$ cat src/rtl/ftw_pkg.sv
package ftw_pkg;
  typedef enum logic [1:0] {
    KIND_ONE  = 2'd0,
    KIND_LEAD = 2'd1,
    KIND_TAIL = 2'd2
  } word_kind_e;

  // top 12 bits of a word -> does it open a two-word instruction
  function automatic logic is_lead(input logic [11:0] top);
    logic lead;
    lead = 1'b0;
    if (top[11:8] == 4'hC) lead = 1'b1;               // file move
    if (top[11:5] == 7'b1110110) lead = 1'b1;         // call
    if (top[11:4] == 8'hEF) lead = 1'b1;              // goto
    if (top[11:2] == 10'b1110111000) lead = 1'b1;     // fsr load
    return lead;
  endfunction
endpackage

$ cat src/rtl/ftw_decode.sv
module ftw_decode
  import ftw_pkg::*;
#(
  parameter int unsigned PFX_W = 4
) (
  input  logic [11:0] top_i,
  output word_kind_e  kind_o
);
  localparam logic [PFX_W-1:0] TailPfx = '1;

  always_comb begin
    if (top_i[11 -: PFX_W] == TailPfx) kind_o = KIND_TAIL;
    else if (is_lead(top_i))          kind_o = KIND_LEAD;
    else                              kind_o = KIND_ONE;
  end
endmodule

$ cat src/rtl/ftw_hold.sv
module ftw_hold
  import ftw_pkg::*;
#(
  parameter int unsigned WORD_W = 16
) (
  input  logic              clk_i,
  input  logic              rst_ni,
  input  logic [WORD_W-1:0] word_i,
  input  word_kind_e        kind_i,
  input  logic              skip_i,
  input  logic              stall_i,
  output logic              iss_one_o,
  output logic              iss_pair_o,
  output logic              iss_nop_o,
  output logic [WORD_W-1:0] lead_o
);
  logic              pend_q;
  logic [WORD_W-1:0] lead_q;
  logic              take, fresh, capture;

  always_comb begin
    take       = ~stall_i;
    fresh      = take & ~pend_q & ~skip_i;
    capture    = fresh & (kind_i == KIND_LEAD);
    iss_pair_o = take & pend_q;           // skip ignored while held
    iss_nop_o  = fresh & (kind_i == KIND_TAIL);
    iss_one_o  = fresh & (kind_i == KIND_ONE);
  end

  always_ff @(posedge clk_i or negedge rst_ni) begin
    if (!rst_ni) begin
      pend_q <= 1'b0;
      lead_q <= '0;
    end else if (capture) begin
      pend_q <= 1'b1;
      lead_q <= word_i;
    end else if (iss_pair_o) begin
      pend_q <= 1'b0;
    end
  end

  assign lead_o = lead_q;
endmodule

$ cat src/rtl/ftw_out.sv
module ftw_out #(
  parameter int unsigned WORD_W = 16,
  parameter int unsigned PAY_W  = 12
) (
  input  logic              clk_i,
  input  logic              rst_ni,
  input  logic              iss_one_i,
  input  logic              iss_pair_i,
  input  logic              iss_nop_i,
  input  logic [WORD_W-1:0] word_i,
  input  logic [WORD_W-1:0] lead_i,
  output logic              valid_o,
  output logic              nop_o,
  output logic [WORD_W-1:0] opcode_o,
  output logic [PAY_W-1:0]  operand_o
);
  always_ff @(posedge clk_i or negedge rst_ni) begin
    if (!rst_ni) begin
      valid_o   <= 1'b0;
      nop_o     <= 1'b0;
      opcode_o  <= '0;
      operand_o <= '0;
    end else begin
      valid_o <= iss_one_i | iss_pair_i | iss_nop_i;
      nop_o   <= iss_nop_i;
      if (iss_pair_i) begin
        opcode_o  <= lead_i;
        operand_o <= word_i[PAY_W-1:0];
      end else if (iss_one_i) begin
        opcode_o  <= word_i;
        operand_o <= '0;
      end else if (iss_nop_i) begin
        opcode_o  <= '0;
        operand_o <= '0;
      end
    end
  end
endmodule

$ cat src/rtl/ftw_seq.sv
module ftw_seq
  import ftw_pkg::*;
#(
  parameter int unsigned WORD_W = 16,
  parameter int unsigned PAY_W  = 12
) (
  input  logic              clk_i,
  input  logic              rst_ni,
  input  logic [WORD_W-1:0] word_i,
  input  logic              skip_i,
  input  logic              stall_i,
  output logic              valid_o,
  output logic [WORD_W-1:0] opcode_o,
  output logic [PAY_W-1:0]  operand_o,
  output logic              nop_o
);
  localparam int unsigned PFX_W = WORD_W - PAY_W;

  word_kind_e        kind;
  logic              iss_one, iss_pair, iss_nop;
  logic [WORD_W-1:0] lead;

  ftw_decode #(.PFX_W(PFX_W)) u_dec (
    .top_i  (word_i[WORD_W-1 -: 12]),
    .kind_o (kind)
  );

  ftw_hold #(.WORD_W(WORD_W)) u_hold (
    .clk_i      (clk_i),
    .rst_ni     (rst_ni),
    .word_i     (word_i),
    .kind_i     (kind),
    .skip_i     (skip_i),
    .stall_i    (stall_i),
    .iss_one_o  (iss_one),
    .iss_pair_o (iss_pair),
    .iss_nop_o  (iss_nop),
    .lead_o     (lead)
  );

  ftw_out #(.WORD_W(WORD_W), .PAY_W(PAY_W)) u_out (
    .clk_i      (clk_i),
    .rst_ni     (rst_ni),
    .iss_one_i  (iss_one),
    .iss_pair_i (iss_pair),
    .iss_nop_i  (iss_nop),
    .word_i     (word_i),
    .lead_i     (lead),
    .valid_o    (valid_o),
    .nop_o      (nop_o),
    .opcode_o   (opcode_o),
    .operand_o  (operand_o)
  );
endmodule

$ cat config.mk
export PLATFORM = sky130hd
export DESIGN_NAME = ftw_seq
export DESIGN_NICKNAME = d
export VERILOG_FILES = /design/src/rtl/ftw_pkg.sv /design/src/rtl/ftw_decode.sv /design/src/rtl/ftw_hold.sv /design/src/rtl/ftw_out.sv /design/src/rtl/ftw_seq.sv
export SDC_FILE = /design/constraint.sdc
export NUM_CORES = 1
export LEC_CHECK = 0
export BUFFER_PORTS_ARGS = -buffer_cell sky130_fd_sc_hd__buf_2
export CORE_MARGIN = 5
export CORE_UTILIZATION = 36
export DETAILED_ROUTE_END_ITERATION = 7
export PLACE_DENSITY = 0.59
export SYNTH_ARGS = -nofsm -noshare
export SYNTH_HDL_FRONTEND = slang
export SYNTH_SLANG_ARGS = --single-unit
$ cat constraint.sdc
create_clock -name clk_i -period 2.3 [get_ports clk_i]
set_clock_uncertainty 0.2 [all_clocks]
set_input_delay 0.46 -clock clk_i [delete_from_list [all_inputs] [get_ports clk_i]]
set_output_delay 0.46 -clock clk_i [all_outputs]
set_load 0.03 [all_outputs]
======== Yosys cells after proc, flatten, opt, wreduce, memory -nomap -nowiden ========
Index checks and enable logic that the tools add are counted.
cells by class
  $add $sub $neg .......................... 0
  multiply operators ...................... 0
  divide/modulo/power cells ............... 0
  magnitude comparators ................... 0
  equality and inequality tests ........... 7
  shift operators ......................... 0
  mux-type cells .......................... 15
  bitwise gates (word level) .............. 11
  reductions and logical operators ........ 3
operator list
  cell                                                                   number
  16-bit 2-to-1 mux                                                      3
  12-bit 2-to-1 mux                                                      3
  10-bit equality test, second input constant                            1
  4-bit equality test, second input constant                             2
  8-bit equality test, second input constant                             1
  1-bit 2-to-1 mux                                                       8
  7-bit equality test, second input constant                             1
  1-bit AND                                                              6
  1-bit NOT                                                              3
  3-bit nonzero test                                                     1
  2-bit by 1-bit equality test with 1-bit output, second input constant  1
  2-bit equality test, second input constant                             1
  2-bit logical NOT                                                      1
  2-bit 2-to-1 mux                                                       1
  1-bit bitwise OR                                                       2
  2-bit nonzero test                                                     1
storage, ports and cells
  register bits after elaboration ......... 47
  bits in latches ......................... 0
  memory bits (writable) .................. 0
  bits in read-only memories .............. 0
  input port bits ......................... 20
  word-level logic and storage cells ...... 42
  memories kept ........................... 0

======== Depth between registers and ports, before layout ========
Gate-level depths: netlist (run 1).
  depth after elaboration ................. 13
  depth in mapped cells ................... 6
  mapped depth without buffers ............ 4

======== By module ========
A second synthesis (run 1) with hierarchy kept.
unflattened totals
  cells, all modules ...................... 180
  area, all modules ....................... 2177.1 sq um
by module, submodules not included
  module      instances  cells each  area each (sq um)
  ftw_out     1          131         1415.1
  ftw_hold    1          43          711.9
  ftw_decode  1          6           50.0

======== Worst setup path after synthesis (run 1) ========
Ideal clock, no wire load.
  path type ............................... input to register
  start point ............................. input word_i[8]
  end point ............................... register u_out.opcode_o[10]
  setup time .............................. 0.126 ns
  arrival ................................. 1.770 ns
  path slack .............................. 0.204 ns
  stages .................................. 5
  path through ............................ nand2b_1 o311a_1 o41a_4 buf_6 a221o_1
on the way
  word-level cells in the longest chain between the ends .. 10
  elaborated cells between the ends (all ways) .. 14
  classes of those cells .................. eq/ne (3); mux (7); bitwise (2); reduce/logical (2)
ends and longest elaborated chain
  item                  line              source
  from (decl)           ftw_seq.sv:9      input logic [WORD_W-1:0] word_i,
  8-bit equality test   ftw_pkg.sv:14     if (top[11:4] == 8'hEF) lead = 1'b1;
  1-bit 2-to-1 mux      ftw_pkg.sv:14
  1-bit 2-to-1 mux (*)  ftw_pkg.sv:15     if (top[11:2] == 10'b1110111000) lead = 1'b1;
  1-bit 2-to-1 mux (*)  ftw_decode.sv:12  if (top_i[11 -: PFX_W] == TailPfx) kind_o = KIND_TAIL;
  1-bit 2-to-1 mux (*)  ftw_decode.sv:13  else if (is_lead(top_i)) kind_o = KIND_LEAD;
  2-bit 2-to-1 mux (*)  ftw_decode.sv:12
  2-bit logical NOT     ftw_hold.sv:27    iss_one_o = fresh & (kind_i == KIND_ONE);
  1-bit AND             ftw_hold.sv:27
  16-bit 2-to-1 mux     ftw_out.sv:29     end else if (iss_one_i) begin
  16-bit 2-to-1 mux     ftw_out.sv:26     if (iss_pair_i) begin
  to (signal assigned)  ftw_out.sv:27     opcode_o <= lead_i;
  to (signal assigned)  ftw_out.sv:30     opcode_o <= word_i;
  to (decl)             ftw_out.sv:14     output logic [WORD_W-1:0] opcode_o,
Mark *: on every way between the ends. The rest lies on a longest branch, timed or not. The select of a mux whose other input is x is not followed.
A chain may end at the register's enable or synchronous reset.

======== Worst setup path in the final report (run 1) ========
  start point ............................. input word_i[8]
  end point ............................... register u_out.opcode_o[5]
The elaborated chain is that of the path after synthesis.

==> results of run 1 <==
[flip-flops by register name, indices dropped and copies added (netlist names)]
register and flops:
u_out.nop_o 1, u_out.valid_o 1, u_out.opcode_o 16, u_hold.lead_o 16, u_out.operand_o 12, u_hold.pend_q 1
[cell usage in the layout, fill, tap and decap left out, drive strengths merged, types with 2 or more instances in the layout]
cell     n
inv      2
nor4     2
and2    15
nand2b   4
a21oi   12
nand2   30
mux2    13
a221o   14
nor2b    2
buf     70
dfrtp   47
clkbuf   7
[routing by layer]
layer	share of wire	up-vias	wire length, um
li1	-	715	-
met3	0.046	0	212
met5	0	-	0
met1	0.48	727	2230
met4	0	0	0
met2	0.47	33	2180
[layout make-up]
| type | count | area (um^2) | area share |
|---|---|---|---|
| clock buffer | 7 | 76.3 | 0.0305 |
| clock inverter | 1 | 5.00 | 0.00200 |
| inverter | 2 | 7.51 | 0.00300 |
| multi-input combinational | 104 | 721 | 0.288 |
| sequential | 47 | 1180 | 0.471 |
| tap | 70 | 87.6 | 0.0351 |
| timing repair buffer | 71 | 425 | 0.170 |
[how the worst min path moves through the flow]
| stage | startpoint | to |
|---|---|---|
| 2_1_floorplan | rst_ni | u_hold.lead_o[0]$_DFFE_PN0P_ |
| 3_3_place_gp | u_hold.lead_o[14]$_DFFE_PN0P_ | u_hold.lead_o[14]$_DFFE_PN0P_ |
| 3_5_place_dp | u_hold.lead_o[14]$_DFFE_PN0P_ | u_hold.lead_o[14]$_DFFE_PN0P_ |
| 4_1_cts | word_i[4] | u_out.operand_o[4]$_DFFE_PN0P_ |
| 5_1_grt | word_i[4] | u_out.operand_o[4]$_DFFE_PN0P_ |
| 6_report | word_i[4] | u_out.operand_o[4]$_DFFE_PN0P_ |
[metrics by stage]
step | cells | area, um^2
2_1_floorplan | 161 | 1940
3_3_place_gp | 293 | 2400
3_5_place_dp | 293 | 2400
4_1_cts | 302 | 2500
5_1_grt | 302 | 2500
6_report | 302 | 2500
[repair_timing]
item	CTS	global route
endpoints found under the hold margin	21	0
setup endpoints to repair	0	14
hold buffers	1	0
gates resized for setup	0	1
[cell families (layout without fill, tap and decap cells)]
group	Yosys count	in the layout	synth area share
muxes	13	13	0.0755
and+or+nand+nor	58	58	0.152
AOI/OAI and AO/OA	33	33	0.139
buffers and inverters	10	81	0.0258
DFF	47	47	0.607
[critical path: cells and delay by family]
family                 cells  cell delay [ps]
AO/OA/AOI/OAI              3             1170
buffers and inverters      2              260
AND/OR/NAND/NOR            1              160
[power by group through the flow]
stage	Combinational, mW	Sequential, mW	Clock [mW]
floorplan	0.129	1.10	0
global placement	0.383	1.00	0
detailed placement	0.389	1.00	0
CTS	0.391	0.988	0.486
global route	0.418	1.00	0.526
finish	0.386	0.988	0.465
==> flow_metrics.py, run 1 <==
metrics = {
    "worst_setup_path": {
        "regToRegEndpoint": "u_out.opcode_o[5]$_DFFE_PN0P_",
        "worst_ep_arrival_time_ps": 2060,
        "critPathMaxFanout": 15,
        "wp_data_required_ps": 2270,
        "cp-endpoint": "u_out.opcode_o[5]$_DFFE_PN0P_",
        "cp-start-kind": "primary input",
        "worst_setup_path_startpoint": "word_i[8]",
        "timing_worst_setup_path_type": "in -> reg",
        "crit_path_top_delay_cell": "sky130_fd_sc_hd__o41a_4",
        "reg2regPathDepth": 3,
        "crit_path_end_kind": "flop",
        "crit-reg2reg-launch": "u_hold.pend_q$_DFFE_PN0P_",
        "critical-path-max-stage-delay_ps": 460,
        "crit_chain": "buf_2 > nand2b_1 > o311a_1 > buf_4 > o41a_4 > a221o_1",
        "regToRegSetupSlack_ps": 410,
    },
    "synth": {
        "yosys_warnings": 0,
        "yosys-top-cells-count": "47 x sky130_fd_sc_hd__dfrtp_1, 30 x sky130_fd_sc_hd__nand2_1, 15 x sky130_fd_sc_hd__and2_1",
        "syn_area_mm2": 0.00194,
        "synthesis.nets": 181,
        "synth.distinct_cells": 25,
        "post_synth.cell_area_avg_um2": 12.0,
        "seq_area_frac_synth": 0.607,
        "synth_seq_cells": 47,
        "synthFlopType": "sky130_fd_sc_hd__dfrtp_1",
        "yosys.cell_count.top_type": "sky130_fd_sc_hd__dfrtp_1",
        "postSynthCellCount": 161,
        "synth_async_sr_flop_share": 1.00,
        "synth_top_area_cell": "sky130_fd_sc_hd__dfrtp_1",
        "number_of_flops_mapped_to_enable_cells_by_yosys": 0,
        "synthDominantCellAreaShare": 0.607,
        "synthTopCellsByArea": "sky130_fd_sc_hd__dfrtp_1 61%, sky130_fd_sc_hd__mux2_2 7.6%, sky130_fd_sc_hd__a221o_1 7.2%",
    },
    "power_and_ir_drop": {
        "netSwitchingPower_mw": 0.529,
        "cell_int_power_mw": 1.31,
        "power.total_mw": 1.84,
        "leakagePower_nw": 1.26,
        "comb_power_share": 0.210,
        "power_per_cell_area_mw_per_mm2": 736,
        "swShare": 0.288,
        "seq_power_share": 0.537,
        "clkPwrFrac": 0.253,
        "worst_ir_drop_on_vdd_mv": 0.382,
    },
    "global_route": {
        "grtUsageMet2": 0.230,
        "gr-usage-all-layers": 0.138,
        "grt_pass1_wl_mm": 7.93,
        "grt_pass1_vias": 1576,
        "grt_overflow": 0,
        "grt_util_met1": 0.184,
        "grt_use_met3": 0.0366,
        "grt_busiest_layer": "met2",
        "initial_antenna_violation_count": 0,
        "grt_start_max_net_pins": 27,
    },
    "place": {
        "place.gp.congestion": 0.777,
        "hpwlAfterDp_mm": 3.22,
        "io_buffer_count": 49,
        "post-place-ws_ps": -259,
    },
    "layout": {
        "finish.utilization": 0.483,
        "post_route_cells_drive_above_1_share": 0.405,
        "area_delta_synth_final_pct": 28.9,
        "final_net_count": 251,
        "antenna-diode-count": 0,
        "fillerInstances": 514,
    },
    "routing": {
        "drtIter0Drc": 70,
        "drt-wirelength-per-cell_um": 15.3,
        "antenna_violating_nets_post_route": 0,
        "dr_total_vias": 1475,
        "final_routed_wirelength_across_all_metal_layers_mm": 4.61,
        "post_drt_via_cell_ratio": 4.88,
        "detailedRoute.firstPassIterationCount": 4,
        "post-route-drc-count": 0,
    },
    "timing": {
        "post-route-period-util": 0.906,
        "fin_tns_setup_ps": 0,
        "rsz0062_at_grt": "false",
        "min_period_ps": 2080,
        "max_freq_mhz": 480,
        "setup_viol": 0,
        "postLayoutSetupSlackWorst_ps": 216,
        "timing.max_slew.rel_slack": 0.538,
        "hold_viol": 0,
        "hold_slack_ps": 219,
        "slew_viol_final": 0,
        "max_slew.worst_pin.slew_ps": 690,
    },
    "die": {
        "die_height_um": 83.4,
        "floorplan.rows": 26,
        "ios": 50,
        "die_width_um": 83.4,
        "design.core.area_mm2": 0.00517,
        "die_area_mm2": 0.00695,
        "start_util": 0.375,
    },
    "clock_tree": {
        "clock_tree.root_cell": "sky130_fd_sc_hd__clkbuf_8",
        "cts-buffers-inserted": 5,
        "clk_latency_ps": 290,
        "htree_levels": 2,
        "tritoncts_clock_tree": "built",
        "post-cts-setup-buffer-count": 0,
        "cts.clk_slew.worst_paths_ps": 80,
        "clk_path_buf_depth": 2,
        "cts.sink_count": 47,
    },
    "hold_path": {
        "min_path_cells": 3,
        "hold_removal_path_class": "in -> reg",
    },
    "status": {
        "result_of_the_run": "complete, no violations",
    },
    "job": {
        "max-cap-violations": 0,
    },
}
(Power assumes the default switching activity.)
==> run 2, diff against run 1 <==
--- a/config.mk
+++ b/config.mk
@@ -7,9 +7,9 @@
 export LEC_CHECK = 0
 export BUFFER_PORTS_ARGS = -buffer_cell sky130_fd_sc_hd__buf_2
 export CORE_MARGIN = 5
-export CORE_UTILIZATION = 36
+export CORE_UTILIZATION = 52
 export DETAILED_ROUTE_END_ITERATION = 7
-export PLACE_DENSITY = 0.59
+export PLACE_DENSITY = 0.8
 export SYNTH_ARGS = -nofsm -noshare
 export SYNTH_HDL_FRONTEND = slang
 export SYNTH_SLANG_ARGS = --single-unit
==> run 2 against run 1 <==
Net effect:
- core utilization up 18 points
- cell area shrank 4.2%
- sequential cell count did not move
- total power down 0.98%
- non-clock buffer count is 9 lower
- first-iteration DRC count increased by 40%
- global-route usage is 4.2 points higher
- setup slack improved by 150 ps
- worst hold slack worse by 3.6 ps
- sequential power rose by 0.5%
- largest cell class unchanged
- largest power group unchanged
==> flow_metrics.py, run 2 (synthesis results as in run 1) <==
metrics = {
    "worst_setup_path": {
        "timing_worst_setup_path_type": "in -> reg",
        "critPathMaxFanout": 15,
        "reg2regPathDepth": 3,
        "crit_path_end_kind": "flop",
        "worst_ep_arrival_time_ps": 1920,
        "wp_data_required_ps": 2280,
        "cp-start-kind": "primary input",
        "regToRegSetupSlack_ps": 390,
        "crit-reg2reg-launch": "u_hold.pend_q$_DFFE_PN0P_",
        "regToRegEndpoint": "u_out.opcode_o[10]$_DFFE_PN0P_",
    },
    "timing": {
        "hold_viol": 0,
        "max_slew.worst_pin.slew_ps": 622,
        "rsz0062_at_grt": "false",
        "setup_viol": 0,
        "post-route-period-util": 0.842,
        "timing.max_slew.rel_slack": 0.583,
        "hold_slack_ps": 215,
        "slew_viol_final": 0,
        "min_period_ps": 1940,
        "max_freq_mhz": 516,
        "postLayoutSetupSlackWorst_ps": 363,
    },
    "global_route": {
        "initial_antenna_violation_count": 0,
        "grt_pass1_wl_mm": 7.11,
        "grt_overflow": 0,
        "gr-usage-all-layers": 0.180,
        "grt_start_max_net_pins": 48,
        "grt_pass1_vias": 1457,
    },
    "place": {
        "io_buffer_count": 49,
        "placedInstanceArea_mm2": 0.00231,
        "hpwlAfterDp_mm": 3.05,
        "place.gp.congestion": 0.832,
        "place.detailed.instances": 262,
        "post-place-ws_ps": -237,
    },
    "routing": {
        "met3_length_um": 310,
        "wirelength_met1_mm": 1.98,
        "top_signal_layer_used": "met4",
        "post-route-drc-count": 0,
        "route.met2.wl_mm": 1.94,
        "final_routed_wirelength_across_all_metal_layers_mm": 4.27,
        "dr_total_vias": 1447,
        "antenna_violating_nets_post_route": 0,
        "drt-wirelength-per-cell_um": 15.9,
        "detailedRoute.firstPassIterationCount": 4,
        "post_drt_via_cell_ratio": 5.38,
        "drtIter0Drc": 98,
    },
    "die": {
        "floorplan.rows": 22,
        "design.core.area_mm2": 0.00363,
        "die_area_mm2": 0.00505,
        "die_width_um": 71.1,
        "ios": 50,
        "start_util": 0.533,
        "die_height_um": 71.1,
    },
    "layout": {
        "final_common_cell": "sky130_fd_sc_hd__buf_2",
        "regArea_mm2": 0.00118,
        "fillerInstances": 317,
        "area_delta_synth_final_pct": 23.6,
        "final-instance-count-excl-fill": 269,
        "final_design_area_no_fill_mm2": 0.00239,
        "post_route_cells_drive_above_1_share": 0.380,
        "antenna-diode-count": 0,
        "final_cell_mix": "49 x sky130_fd_sc_hd__buf_2, 47 x sky130_fd_sc_hd__dfrtp_1, 30 x sky130_fd_sc_hd__nand2_1, 15 x sky130_fd_sc_hd__and2_1, 14 x sky130_fd_sc_hd__a221o_1",
        "final_net_count": 242,
        "multi_input_gate_area_in_the_final_layout_um2": 721,
    },
    "power_and_ir_drop": {
        "power.total_mw": 1.82,
        "power_per_cell_area_mw_per_mm2": 760,
        "leakagePower_nw": 1.21,
        "worst_ir_drop_on_vdd_mv": 0.401,
    },
    "clock_tree": {
        "tritoncts_clock_tree": "built",
        "cts-buffers-inserted": 5,
        "clk_path_buf_depth": 2,
        "clock_tree.root_cell": "sky130_fd_sc_hd__clkbuf_8",
        "clk_latency_ps": 300,
        "cts.sink_count": 47,
        "cts.clk_slew.worst_paths_ps": 80,
        "post-cts-setup-buffer-count": 0,
        "htree_levels": 2,
    },
    "hold_path": {
        "hold_removal_path_class": "in -> reg",
        "hold_end": "u_out.nop_o$_DFF_PN0_",
        "min_path_cells": 2,
        "worst_hold_startpoint": "skip_i",
    },
    "status": {
        "result_of_the_run": "complete, no violations",
    },
    "job": {
        "max-cap-violations": 0,
    },
}
[run 2: repair_timing]
item | CTS | global route
resized for setup | 0 | 1
endpoints found under the setup margin | 0 | 14
endpoints found under the hold margin | 47 | 0
hold buffers | 1 | 0
[run 2: worst max path at each step]
stage / depth (start not counted) / from / end / slack, ps
2_1_floorplan: 5 / word_i[8] / u_out.opcode_o[10]$_DFFE_PN0P_ / 200
3_3_place_gp: 5 / word_i[8] / u_out.opcode_o[9]$_DFFE_PN0P_ / -180
3_5_place_dp: 5 / word_i[8] / u_out.opcode_o[10]$_DFFE_PN0P_ / -240
4_1_cts: 3 / u_hold.pend_q$_DFFE_PN0P_ / u_out.opcode_o[10]$_DFFE_PN0P_ / 70
5_1_grt: 3 / u_hold.pend_q$_DFFE_PN0P_ / u_out.opcode_o[10]$_DFFE_PN0P_ / 230
6_report: 5 / word_i[8] / u_out.opcode_o[10]$_DFFE_PN0P_ / 360
[run 2: worst max-delay path, cell delays in order]
cell and delay, ps:
sky130_fd_sc_hd__buf_2 100, sky130_fd_sc_hd__nand2b_1 160, sky130_fd_sc_hd__o311a_1 400, sky130_fd_sc_hd__o41a_4 470
sky130_fd_sc_hd__a221o_1 320
[run 2: layout make-up]
class | instances | area share
repair buffers | 62 | 0.149
well taps | 48 | 0.0251
flip-flops and latches | 47 | 0.491
inverters | 2 | 0.00313
multi-input cells | 104 | 0.301
clock buffers | 6 | 0.0303
[run 2: metal layers]
| metal | vias to the layer above | GRT usage |
|---|---|---|
| met5 | - | 0 |
| met4 | 0 | 0.0376 |
| met3 | 5 | 0.0724 |
| met2 | 40 | 0.270 |
| met1 | 709 | 0.249 |
| li1 | 693 | - |
[run 2: power by group]
group / total, mW / switching, mW / internal [mW]
logic: 0.371 / 0.221 / 0.151
clock network: 0.457 / 0.254 / 0.203
registers: 0.993 / 0.0551 / 0.938
total: 1.82 / 0.529 / 1.29
[run 2: stage by stage]
stage / util / TNS (ps)
floorplan: - / 0
global placement: 0.636 / -2470
detailed placement: 0.636 / -3090
CTS: 0.658 / 0
global route: 0.659 / 0
finish: 0.659 / 0
